$ cat config.mk
export PLATFORM = sky130hd
export DESIGN_NAME = recip_freq_counter
export DESIGN_NICKNAME = d
export VERILOG_FILES = /design/src/rtl/rfc_pkg.sv /design/src/rtl/rfc_edge_sync.sv /design/src/rtl/rfc_sat_counter.sv /design/src/rtl/rfc_gate_ctrl.sv /design/src/rtl/recip_freq_counter.sv
export SDC_FILE = /design/constraint.sdc
export NUM_CORES = 1
export LEC_CHECK = 0
export ABC_AREA = 1
export BUFFER_PORTS_ARGS = -buffer_cell sky130_fd_sc_hd__clkbuf_2
export CORE_MARGIN = 2
export CORE_UTILIZATION = 40
export CTS_BUF_LIST = sky130_fd_sc_hd__clkbuf_4 sky130_fd_sc_hd__clkbuf_8
export DETAILED_ROUTE_END_ITERATION = 8
export SYNTH_ARGS = -nofsm -noshare
export SYNTH_HDL_FRONTEND = slang
export SYNTH_HIERARCHICAL = 1
export SYNTH_SLANG_ARGS = --single-unit
$ cat constraint.sdc
create_clock -name clk -period 3.1 [get_ports clk]
set_input_delay 0.62 -clock clk [delete_from_list [all_inputs] [get_ports clk]]
set_output_delay 0.62 -clock clk [all_outputs]
set_load 0.1 [all_outputs]
$ cat src/rtl/rfc_pkg.sv
package rfc_pkg;
  typedef enum logic [1:0] {
    ST_IDLE = 2'd0,
    ST_GATE = 2'd1,
    ST_TAIL = 2'd2
  } rfc_state_e;
endpackage

$ cat src/rtl/rfc_edge_sync.sv
module rfc_edge_sync #(
  parameter int STAGES = 2
) (
  input  logic clk,
  input  logic rst_n,
  input  logic async_in,
  output logic rise
);
  logic [STAGES-1:0] chain;
  logic              last;

  always_ff @(posedge clk or negedge rst_n) begin
    if (!rst_n) begin
      chain <= '0;
      last  <= 1'b0;
    end else begin
      chain <= {chain[STAGES-2:0], async_in};
      last  <= chain[STAGES-1];
    end
  end

  assign rise = chain[STAGES-1] & ~last;
endmodule

$ cat src/rtl/rfc_sat_counter.sv
module rfc_sat_counter #(
  parameter int W = 16
) (
  input  logic         clk,
  input  logic         rst_n,
  input  logic         clr,
  input  logic         inc,
  output logic [W-1:0] count,
  output logic         ovf
);
  localparam logic [W-1:0] TOP = {W{1'b1}};

  function automatic logic [W-1:0] sat_next(input logic [W-1:0] v);
    return (v == TOP) ? TOP : v + 1'b1;
  endfunction

  always_ff @(posedge clk or negedge rst_n) begin
    if (!rst_n) begin
      count <= '0;
      ovf   <= 1'b0;
    end else if (clr) begin
      count <= '0;
      ovf   <= 1'b0;
    end else if (inc) begin
      count <= sat_next(count);
      if (count == TOP) ovf <= 1'b1;
    end
  end
endmodule

$ cat src/rtl/rfc_gate_ctrl.sv
module rfc_gate_ctrl
  import rfc_pkg::*;
#(
  parameter int GATE_W = 16,
  parameter int TMO_W  = 16
) (
  input  logic              clk,
  input  logic              rst_n,
  input  logic              start,
  input  logic              sig_rise,
  input  logic [GATE_W-1:0] gate_len,
  input  logic [TMO_W-1:0]  timeout_len,
  output logic              busy,
  output logic              gate,
  output logic              sg,
  output logic              done,
  output logic              timed_out,
  output logic              abort
);
  rfc_state_e        state;
  logic [GATE_W-1:0] gate_cnt;
  logic [TMO_W-1:0]  tmo_cnt;

  function automatic logic [GATE_W-1:0] gate_load(input logic [GATE_W-1:0] l);
    return (l == '0) ? GATE_W'(1) : l;
  endfunction

  function automatic logic tmo_expired(input logic [TMO_W-1:0] c,
                                       input logic [TMO_W-1:0] lim);
    return ({1'b0, c} + (TMO_W+1)'(1)) >= {1'b0, lim};
  endfunction

  assign busy  = (state != ST_IDLE);
  assign gate  = (state == ST_GATE);
  assign abort = (state == ST_TAIL) && !sig_rise && tmo_expired(tmo_cnt, timeout_len);

  always_ff @(posedge clk or negedge rst_n) begin
    if (!rst_n) begin
      state     <= ST_IDLE;
      gate_cnt  <= '0;
      tmo_cnt   <= '0;
      sg        <= 1'b0;
      done      <= 1'b0;
      timed_out <= 1'b0;
    end else begin
      case (state)
        ST_IDLE: begin
          if (start) begin
            state     <= ST_GATE;
            gate_cnt  <= gate_load(gate_len);
            done      <= 1'b0;
            timed_out <= 1'b0;
            sg        <= 1'b0;
          end
        end
        ST_GATE: begin
          if (sig_rise) sg <= 1'b1;
          if (gate_cnt <= GATE_W'(1)) begin
            state   <= ST_TAIL;
            tmo_cnt <= '0;
          end else begin
            gate_cnt <= gate_cnt - 1'b1;
          end
        end
        ST_TAIL: begin
          if (sig_rise) begin
            sg    <= 1'b0;
            done  <= 1'b1;
            state <= ST_IDLE;
          end else if (abort) begin
            sg        <= 1'b0;
            done      <= 1'b1;
            timed_out <= 1'b1;
            state     <= ST_IDLE;
          end else begin
            tmo_cnt <= tmo_cnt + 1'b1;
          end
        end
        default: state <= ST_IDLE;
      endcase
    end
  end
endmodule

$ cat src/rtl/recip_freq_counter.sv
module recip_freq_counter #(
  parameter int CNT_W  = 16,
  parameter int GATE_W = 16,
  parameter int TMO_W  = 16
) (
  input  logic              clk,
  input  logic              rst_n,
  input  logic              convert,
  input  logic              sig_in,
  input  logic [GATE_W-1:0] gate_len,
  input  logic [TMO_W-1:0]  timeout_len,
  output logic              busy,
  output logic              done,
  output logic              timed_out,
  output logic [CNT_W-1:0]  m_count,
  output logic [CNT_W-1:0]  n_count,
  output logic              m_ovf,
  output logic              n_ovf
);
  logic conv_q;
  logic start;
  logic sig_rise;
  logic gate;
  logic sg;
  logic abort;
  logic m_inc;
  logic n_inc;

  always_ff @(posedge clk or negedge rst_n) begin
    if (!rst_n) conv_q <= 1'b0;
    else        conv_q <= convert;
  end

  assign start = convert & ~conv_q & ~busy;
  assign m_inc = sg & sig_rise;
  assign n_inc = sg;

  rfc_edge_sync #(.STAGES(2)) u_sync (
    .clk(clk), .rst_n(rst_n), .async_in(sig_in), .rise(sig_rise)
  );

  rfc_gate_ctrl #(.GATE_W(GATE_W), .TMO_W(TMO_W)) u_ctrl (
    .clk(clk), .rst_n(rst_n), .start(start), .sig_rise(sig_rise),
    .gate_len(gate_len), .timeout_len(timeout_len),
    .busy(busy), .gate(gate), .sg(sg), .done(done),
    .timed_out(timed_out), .abort(abort)
  );

  rfc_sat_counter #(.W(CNT_W)) u_m (
    .clk(clk), .rst_n(rst_n), .clr(start), .inc(m_inc),
    .count(m_count), .ovf(m_ovf)
  );

  rfc_sat_counter #(.W(CNT_W)) u_n (
    .clk(clk), .rst_n(rst_n), .clr(start), .inc(n_inc),
    .count(n_count), .ovf(n_ovf)
  );
endmodule

=== Word level (Yosys, flattened, before mapping) ===
Index checks and enable logic that the tools add are counted.

* Bits in registers: 75
* Word-level logic and storage cells: 96
* Input port bits: 36
* Output and inout bits: 37

* $add $sub $neg: 5
* $lt $le $gt $ge: 2
* Eq/ne operators: 12
* Reductions and logical operators: 22
* Multiplexer cells: 35
* Bitwise gates (word level): 7

{| class="wikitable"
|+ Operators with widths
! operator !! count
|-
| 16-bit 2-to-1 mux || 12
|-
| 16-bit one-hot mux with 2 select lines || 2
|-
| 16-bit by 1-bit adder with 16-bit output, second input constant || 3
|-
| 16-bit == test, second input constant || 2
|-
| 16-bit by 1-bit adder with 17-bit output, second input constant || 1
|-
| 17-bit by 16-bit >= comparator with 1-bit output || 1
|-
| 16-bit by 1-bit less-or-equal comparator with 1-bit output, second input constant || 1
|-
| 16-bit zero test || 1
|-
| 2-bit nonzero test || 8
|-
| 16-bit by 1-bit subtractor with 16-bit output, second input constant || 1
|-
| 1-bit 2-to-1 mux || 13
|-
| 4-bit AND reduction || 3
|-
| 2-bit inequality test, second input constant || 5
|-
| 3-bit AND reduction || 3
|-
| 2-bit 2-to-1 mux || 4
|-
| 2-bit one-hot mux with 3 select lines || 1
|-
| 1-bit AND || 4
|-
| 2-bit by 1-bit inequality test with 1-bit output, second input constant || 2
|-
| 1-bit one-hot mux with 2 select lines || 2
|-
| 2-bit AND reduction || 2
|-
| 3-bit inequality test, second input constant || 1
|-
| 1-bit inverter || 3
|-
| 1-bit one-hot mux with 3 select lines || 1
|-
| 3-bit nonzero test || 1
|-
| other kinds (5) || 6
|}

=== Depth between registers and ports, before layout ===
Gate-level depths: netlist of run 1.

* Depth after elaboration: 8
* Depth in mapped cells: 21
* Mapped depth without buffers: 21

=== Modules after synthesis ===
Netlist of run 1, hierarchy kept.

{| class="wikitable"
|+ Modules (own cells, without submodules)
! module !! area each (um2) !! seq. area each (um2) !! cells each !! times used
|-
| rfc_gate_ctrl || 2919.0 || 925.9 || 408 || 1
|-
| rfc_sat_counter || 1128.6 || 425.4 || 160 || 2
|-
| rfc_edge_sync || 85.1 || 75.1 || 5 || 1
|-
| recip_freq_counter || 46.3 || 25.0 || 6 || 1
|}

=== Least setup slack after synthesis of run 1 ===
OpenSTA, ideal clock, no wires.

* Kind: register to register
* From: reg u_ctrl.tmo_cnt[0]
* To: reg u_ctrl.tmo_cnt[14]
* Clock period less this slack: 2.484 ns
* Buffers on the path: 1
* Data required time: 3.035 ns
* Cell stages (with the launch flop): 19
* Arrival time: 2.419 ns
* Setup slack: 0.616 ns
* Setup time: 0.065 ns
* Cell sequence: dfrtp_1 -> ha_1 -> nand3_2 -> nor2_2 -> nand3_1 -> nor2_1 -> xor2_1 -> inv_1 -> ha_1 -> a21oi_1 -> nor2_1 -> nor2_1 -> nand3_1 -> nor2_2 -> nand3_2 -> nand2_1 -> buf_6 -> nand3_1 -> nand2_1

* Cells in the longest elaborated chain, start to end: 5
* Elaborated cells on any way between the ends: 9
* Classes of those cells: 2 x add/sub; 1 x order compare; 1 x eq/ne; 3 x mux; 2 x reduce/logical

{| class="wikitable"
|+ RTL lines
! element !! line !! RTL
|-
| start, declared || rfc_gate_ctrl.sv:22 || <nowiki>logic [TMO_W-1:0] tmo_cnt;</nowiki>
|-
| start signal, assigned || rfc_gate_ctrl.sv:76 || <nowiki>tmo_cnt <= tmo_cnt + 1'b1;</nowiki>
|-
| 16-bit by 1-bit adder with 17-bit output || rfc_gate_ctrl.sv:30 || <nowiki>return ({1'b0, c} + (TMO_W+1)'(1)) >= {1'b0, lim};</nowiki>
|-
| 17-bit by 16-bit >= comparator with 1-bit output || rfc_gate_ctrl.sv:30 ||
|-
| 1-bit logical AND || rfc_gate_ctrl.sv:35 || <nowiki>assign abort = (state == ST_TAIL) && !sig_rise && tmo_expired(tmo_cnt, timeout_len);</nowiki>
|-
| 2-bit inequality test (no line) || -- ||
|-
| 4-bit AND reduction (no line) || -- ||
|}

Parallel ways exist; a longest one is shown, timed or not. The select of a mux whose other input is x is not followed.
A chain may end at the register's enable or synchronous reset.

=== Worst setup path after layout of run 1 ===
* From: reg u_ctrl.tmo_cnt[0]
* To: reg u_ctrl.tmo_cnt[8]

The elaborated chain is that of the path after synthesis.

==> results.sh, run 1 <==
export IMPL_status="finished clean"
export IMPL_drt_total_wl_microns=12200
export IMPL_rr_worst_depth=18
export IMPL_finalHoldWorstSlack_ns=0.350
export IMPL_io_pins=73
export IMPL_grt_max_degree=76
export IMPL_die_h_microns=119
export IMPL_first_pass_iters=5
export IMPL_finalPower_mw=3.83
export IMPL_crit_path_start_kind="flip-flop"
export IMPL_grt_pass1_wl_microns=21500
export IMPL_drive_gt1_share_pct=18.8
export IMPL_worstHoldStart="u_sync/chain[0]"
export IMPL_instances_no_fill=993
export IMPL_hpwl_microns=8980
export IMPL_die_area_sq_mm=0.0142
export IMPL_synth_nets=795
export IMPL_combPwrFrac_pct=44.9
export IMPL_ys_warn_count=6
export IMPL_cts_max_path_buffers=2
export IMPL_clk_pin_slew_ns=0.08
export IMPL_p_leak_nw=3.35
export IMPL_required_ns=3.35
export IMPL_netSwitchingPower_mw=1.88
export IMPL_numCtsBuffers=9
export IMPL_placed_area_sq_mm=0.00582
export IMPL_syn_inst=738
export IMPL_fmax_ghz=0.353
export IMPL_min_period_ns=2.84
export IMPL_worstPathMaxFanout=7
export IMPL_crit_start="u_ctrl/tmo_cnt[0]"
export IMPL_hold_viol_final=0
export IMPL_final_max_slew_viol_count=0
export IMPL_worst_setup_path_type="flip-flop to flip-flop"
export IMPL_grt_ovfl_total=0
export IMPL_reg2reg_slack_ns=0.26
export IMPL_cts_tree="done"
export IMPL_worst_slew_pin_slew_ns=1.08
export IMPL_n_antenna_cell=0
export IMPL_cts_root_buffer="clkbuf_8"
export IMPL_endpoint="u_ctrl/tmo_cnt[8]"
export IMPL_ir_worst_vdd_mv=0.318
export IMPL_cp_top_family="simple AND/OR/NAND/NOR gates"
export IMPL_dp_cells=978
export IMPL_routabilityCongestion=0.863
export IMPL_cts_resized=0
export IMPL_wl_per_cell_microns=12.3
export IMPL_power_density_mw_per_mm2=638
export IMPL_initial_core_util_pct=40.5
export IMPL_drt_initial_drc_count=313
export IMPL_syn2layout_area_growth_pct=13.1
export IMPL_insertion_delay_ns=0.36
export IMPL_cts_setup_buffers=0
export IMPL_intPower_mw=1.95
export IMPL_rows=42
export IMPL_slowest_delay_ns=0.40
export IMPL_cts_max_level=3
export IMPL_setup_violations=0
export IMPL_drv_cap=0
export IMPL_die_x_microns=119
export IMPL_via_per_inst=4.79
export IMPL_hold_path_class="flip-flop to flip-flop"
export IMPL_antenna_found_initial=0
export IMPL_remaining_drc_errors=0
export IMPL_worst_path_buf_inv=2
export IMPL_synth_area_per_cell_sq_um=7.19
export IMPL_grt_setup_unrepaired="false"
export IMPL_cp_depth=18
export IMPL_core_sq_mm=0.0131
export IMPL_switching_share_pct=49.1
export IMPL_end_kind="flip-flop"
export IMPL_maxSlewHeadroom_pct=28.1
export IMPL_p_clk_share_pct=18.7
export IMPL_slowest_stage="dfrtp_1"
export IMPL_holdBufCountCts=0
export IMPL_nets=870
export IMPL_finalWorstSetupSlack_ns=0.265
export IMPL_place_ws_ns=0.243
export IMPL_seqPwrFrac_pct=36.4
export IMPL_fin_worst_skew_ns=0.0107
export IMPL_critical_path_arrival_ns=3.08
export IMPL_cts_sinks=75
export IMPL_port_buffer_count=72
export IMPL_num_vias=4756
export IMPL_grt_util_all_layers_pct=18.7
export IMPL_final_util_pct=45.8
export IMPL_grt_pass1_vias=4484
export IMPL_fin_crit_sh_pct=91.5
export IMPL_rr_startpoint="u_ctrl/tmo_cnt[0]"
export IMPL_syn_cell_area_sq_mm=0.00530
export IMPL_stdcell_area_sq_mm=0.00600
export IMPL_crit_reg2reg_capture="u_ctrl/tmo_cnt[8]"
export IMPL_crit_chain="ha_1 > nand3_2 > nor2_2 > nand3_1 > nor2_1 > xor2_1 > inv_1 > ha_1 > a21oi_1 > nor2_1 > nor2_1 > nand3_1 > nor2_2 > nand3_2 > nand2_1 > inv_1 > nand2_1 > nand2_1"
export IMPL_fin_tns_setup_ns=0
export IMPL_detail_route_antenna_nets=0
[per-layer routing]
layer,up-vias,global-route usage (%),share of wire (%)
met5,-,0,0
met3,5,4.79,4.4
li1,2485,-,-
met1,2189,25.2,48
met4,0,3.87,0.56
met2,77,30.4,47
[power by group through the flow]
stage | clock [mW] | sequential, mW | combinational [mW]
after floorplan | 0 | 1.89 | 0.914
after global placement | 0 | 1.41 | 1.71
after detailed placement | 0 | 1.41 | 1.72
after CTS | 0.758 | 1.40 | 1.73
after global routing | 0.792 | 1.43 | 1.90
final | 0.717 | 1.39 | 1.72
[cells in the final DEF, fill, tap and decap left out, types with 9 or more instances in the layout]
master / count
xor2_1: 31
clkbuf_2: 71
nand2_1: 217
o21ai_0: 38
nor2_2: 10
dfrtp_1: 75
o21ai_1: 9
nand4_1: 17
nand3_1: 65
nor2_1: 58
ha_1: 21
a21oi_1: 13
clkbuf_8: 12
inv_1: 107
[state kept, by name, summed over array words and instances, names as in the netlist]
register / flops
u_ctrl/done: 1
u_n/ovf: 1
u_ctrl/sg: 1
u_ctrl/gate_cnt: 16
u_n/count: 16
u_sync/last: 1
u_m/ovf: 1
u_ctrl/state: 2
u_ctrl/timed_out: 1
u_ctrl/tmo_cnt: 16
u_m/count: 16
conv_q: 1
u_sync/chain: 2
[final cells by class]
| class | count | area [sq um] |
|---|---|---|
| fillers | 1383 | 7090 |
| multi-input cells | 534 | 2880 |
| flip-flops and latches | 75 | 1880 |
| inverters | 115 | 432 |
| repair buffers | 78 | 408 |
| well taps | 176 | 220 |
| clock buffers | 13 | 173 |
| clock inverters | 2 | 10.0 |
[how the worst min path moves through the flow]
stage                       to  depth (start not counted)
6_report       u_sync/chain[1]                          0
2_1_floorplan           conv_q                          0
3_5_place_dp   u_sync/chain[1]                          0
4_1_cts        u_sync/chain[0]                          1
5_1_grt        u_sync/chain[0]                          1
3_3_place_gp   u_sync/chain[1]                          0
(Power assumes the default switching activity.)
==> run 2, diff against run 1 <==
--- a/config.mk
+++ b/config.mk
@@ -11,6 +11,7 @@
 export CORE_UTILIZATION = 40
 export CTS_BUF_LIST = sky130_fd_sc_hd__clkbuf_4 sky130_fd_sc_hd__clkbuf_8
 export DETAILED_ROUTE_END_ITERATION = 8
+export PLACE_DENSITY = 0.64
 export SYNTH_ARGS = -nofsm -noshare
 export SYNTH_HDL_FRONTEND = slang
 export SYNTH_HIERARCHICAL = 1
==> constraint.sdc (replaced) <==
create_clock -name clk -period 2.9 [get_ports clk]
set_input_delay 0.58 -clock clk [delete_from_list [all_inputs] [get_ports clk]]
set_output_delay 0.58 -clock clk [all_outputs]
set_load 0.1 [all_outputs]
==> run 2 against run 1 <==
Effect of this change:
- critical path type unchanged
- power grew 10%
- die area stayed put
- critical endpoint is now u_ctrl/tmo_cnt[14]
- maximum frequency is 6.1% higher
- design area grew 1.3%
- combinational power up 7%
==> results.sh, run 2 (synthesis results as in run 1) <==
export IMPL_stdcell_area_sq_mm=0.00608
export IMPL_gr_usage_met3_pct=4.17
export IMPL_grtUsageMet1_pct=25.4
export IMPL_grt_util_all_layers_pct=18.8
export IMPL_numCtsBuffers=9
export IMPL_cts_tree="done"
export IMPL_drive_gt1_share_pct=19.8
export IMPL_die_h_microns=119
export IMPL_drt_total_wl_microns=12500
export IMPL_wl_per_cell_microns=12.6
export IMPL_num_vias=4777
export IMPL_worstPathMaxFanout=6
export IMPL_detail_route_antenna_nets=0
export IMPL_remaining_drc_errors=0
export IMPL_grt_pass1_vias=4504
export IMPL_busiest_layer="met2"
export IMPL_grt_ovfl_total=0
export IMPL_slowest_stage="dfrtp_1"
export IMPL_io_pins=73
export IMPL_grt_max_degree=76
export IMPL_first_pass_iters=5
export IMPL_finalPower_mw=4.21
export IMPL_cts_max_level=3
export IMPL_fin_crit_sh_pct=92.2
export IMPL_drt_initial_drc_count=339
export IMPL_final_max_slew_viol_count=0
export IMPL_power_density_mw_per_mm2=693
export IMPL_n_antenna_cell=0
export IMPL_ir_worst_vdd_mv=0.408
export IMPL_port_buffer_count=72
export IMPL_nets=874
export IMPL_cts_root_buffer="clkbuf_8"
export IMPL_placed_area_sq_mm=0.00582
export IMPL_crit_path_start_kind="flip-flop"
export IMPL_intPower_mw=2.17
export IMPL_fin_tns_setup_ns=0
export IMPL_rr_startpoint="u_ctrl/tmo_cnt[0]"
export IMPL_hpwl_microns=9110
export IMPL_rows=42
export IMPL_combPwrFrac_pct=43.7
export IMPL_required_ns=3.21
export IMPL_hold_path_class="primary input to flip-flop"
export IMPL_p_clk_share_pct=20.8
export IMPL_crit_start="u_ctrl/tmo_cnt[0]"
export IMPL_fin_worst_skew_ns=0.00885
export IMPL_worstHoldStart="sig_in"
export IMPL_syn2layout_area_growth_pct=14.6
export IMPL_routabilityCongestion=0.839
export IMPL_insertion_delay_ns=0.36
export IMPL_finalHoldWorstSlack_ns=0.343
export IMPL_seqPwrFrac_pct=35.5
export IMPL_grt_setup_unrepaired="false"
export IMPL_switching_share_pct=48.5
export IMPL_finalWorstSetupSlack_ns=0.227
export IMPL_die_area_sq_mm=0.0142
export IMPL_status="finished clean"
export IMPL_initial_core_util_pct=40.5
export IMPL_fmax_ghz=0.374
export IMPL_cts_sinks=75
export IMPL_die_x_microns=119
export IMPL_critical_path_arrival_ns=2.98
export IMPL_end_kind="flip-flop"
export IMPL_drv_cap=0
export IMPL_slowest_delay_ns=0.38
export IMPL_nFillCells=1340
export IMPL_grt_pass1_wl_microns=21600
export IMPL_netSwitchingPower_mw=2.04
export IMPL_place_ws_ns=0.114
export IMPL_worst_slew_pin_slew_ns=1.12
export IMPL_hold_viol_final=0
export IMPL_min_period_ns=2.67
export IMPL_via_per_inst=4.79
export IMPL_maxSlewHeadroom_pct=25.0
export IMPL_setup_violations=0
export IMPL_worst_setup_path_type="flip-flop to flip-flop"
export IMPL_use_met2_pct=30.7
export IMPL_p_leak_nw=3.38
export IMPL_clk_pin_slew_ns=0.08
export IMPL_core_sq_mm=0.0131
export IMPL_crit_chain="ha_2 > nand3_2 > nor2_4 > nand3_2 > nor2_1 > xor2_1 > inv_1 > ha_1 > a21oi_1 > nor2_1 > nor2_1 > nand3_1 > nor2_2 > nand3_2 > nand2_2 > buf_4 > nand3_1 > nand2_1"
export IMPL_mostFrequentLayoutCells="nand2_1, inv_1, dfrtp_1"
export IMPL_antenna_found_initial=0
export IMPL_final_common_cell="nand2_1"
export IMPL_cts_max_path_buffers=2
-- run 2: cell count changes in the layout (fill, tap and decap cells not counted), sizes merged --
cell / change
clkinv: +1
bufinv: +1
buf: +4
clkinvlp: +1
clkbuf: -1
inv: -1
-- run 2: timing repair --
action	in CTS	in global routing
setup buffers	0	3
gates resized for setup	0	7
hold buffers	0	0
endpoints found under the setup margin	0	16
-- run 2: layout make-up --
class                      instances  area (sq um)  share of cell area (%)
clock buffer                      12           165                    2.72
clock inverter                     4          47.5                   0.782
inverter                         115           437                    7.18
multi-input combinational        534          2890                    47.6
sequential                        75          1880                    30.9
tap                              176           220                    3.62
timing repair buffer              82           438                    7.20
-- run 2: power groups by stage --
stage               sequential [mW]  clock (mW)  combinational [mW]
floorplan                      2.02           0               0.977
global placement               1.51           0                1.83
detailed placement             1.51           0                1.85
CTS                            1.49       0.913                1.85
global route                   1.53       0.951                2.03
finish                         1.49       0.875                1.84
-- run 2: final timing paths --
path                       slack, ns                  to  cells after the start
max                             0.23  u_ctrl/tmo_cnt[14]                     18
max reg2reg                     0.23  u_ctrl/tmo_cnt[14]                     18
min reg2reg                     0.36     u_sync/chain[1]                      0
min in group asynchronous       0.36        u_n/count[7]                      1
max in group asynchronous       1.90       u_m/count[13]                      1
min                             0.34     u_sync/chain[0]                      1
-- run 2: critical path: cells and delay by family, from the launching register on --
| family | cells | cell delay (ns) |
|---|---|---|
| DFF | 1 | 0.38 |
| buffers and inverters | 2 | 0.24 |
| xor gates and xnor gates | 1 | 0.16 |
| and+or+nand+nor | 12 | 1.21 |
| AOI/OAI and AO/OA | 1 | 0.15 |
| adders and majority gates | 2 | 0.50 |
-- run 2: per-stage QoR --
step,util (%),cells
floorplan,-,738
global placement,44.5,979
CTS,46.1,995
finish,46.5,998
global route,46.5,998
detailed placement,44.5,979
-- run 2: routing by layer --
metal / share of wire (%) / up-vias
met5: 0 / -
met4: 1.1 / 0
met3: 4.1 / 10
met2: 47 / 94
met1: 47 / 2183
li1: - / 2490
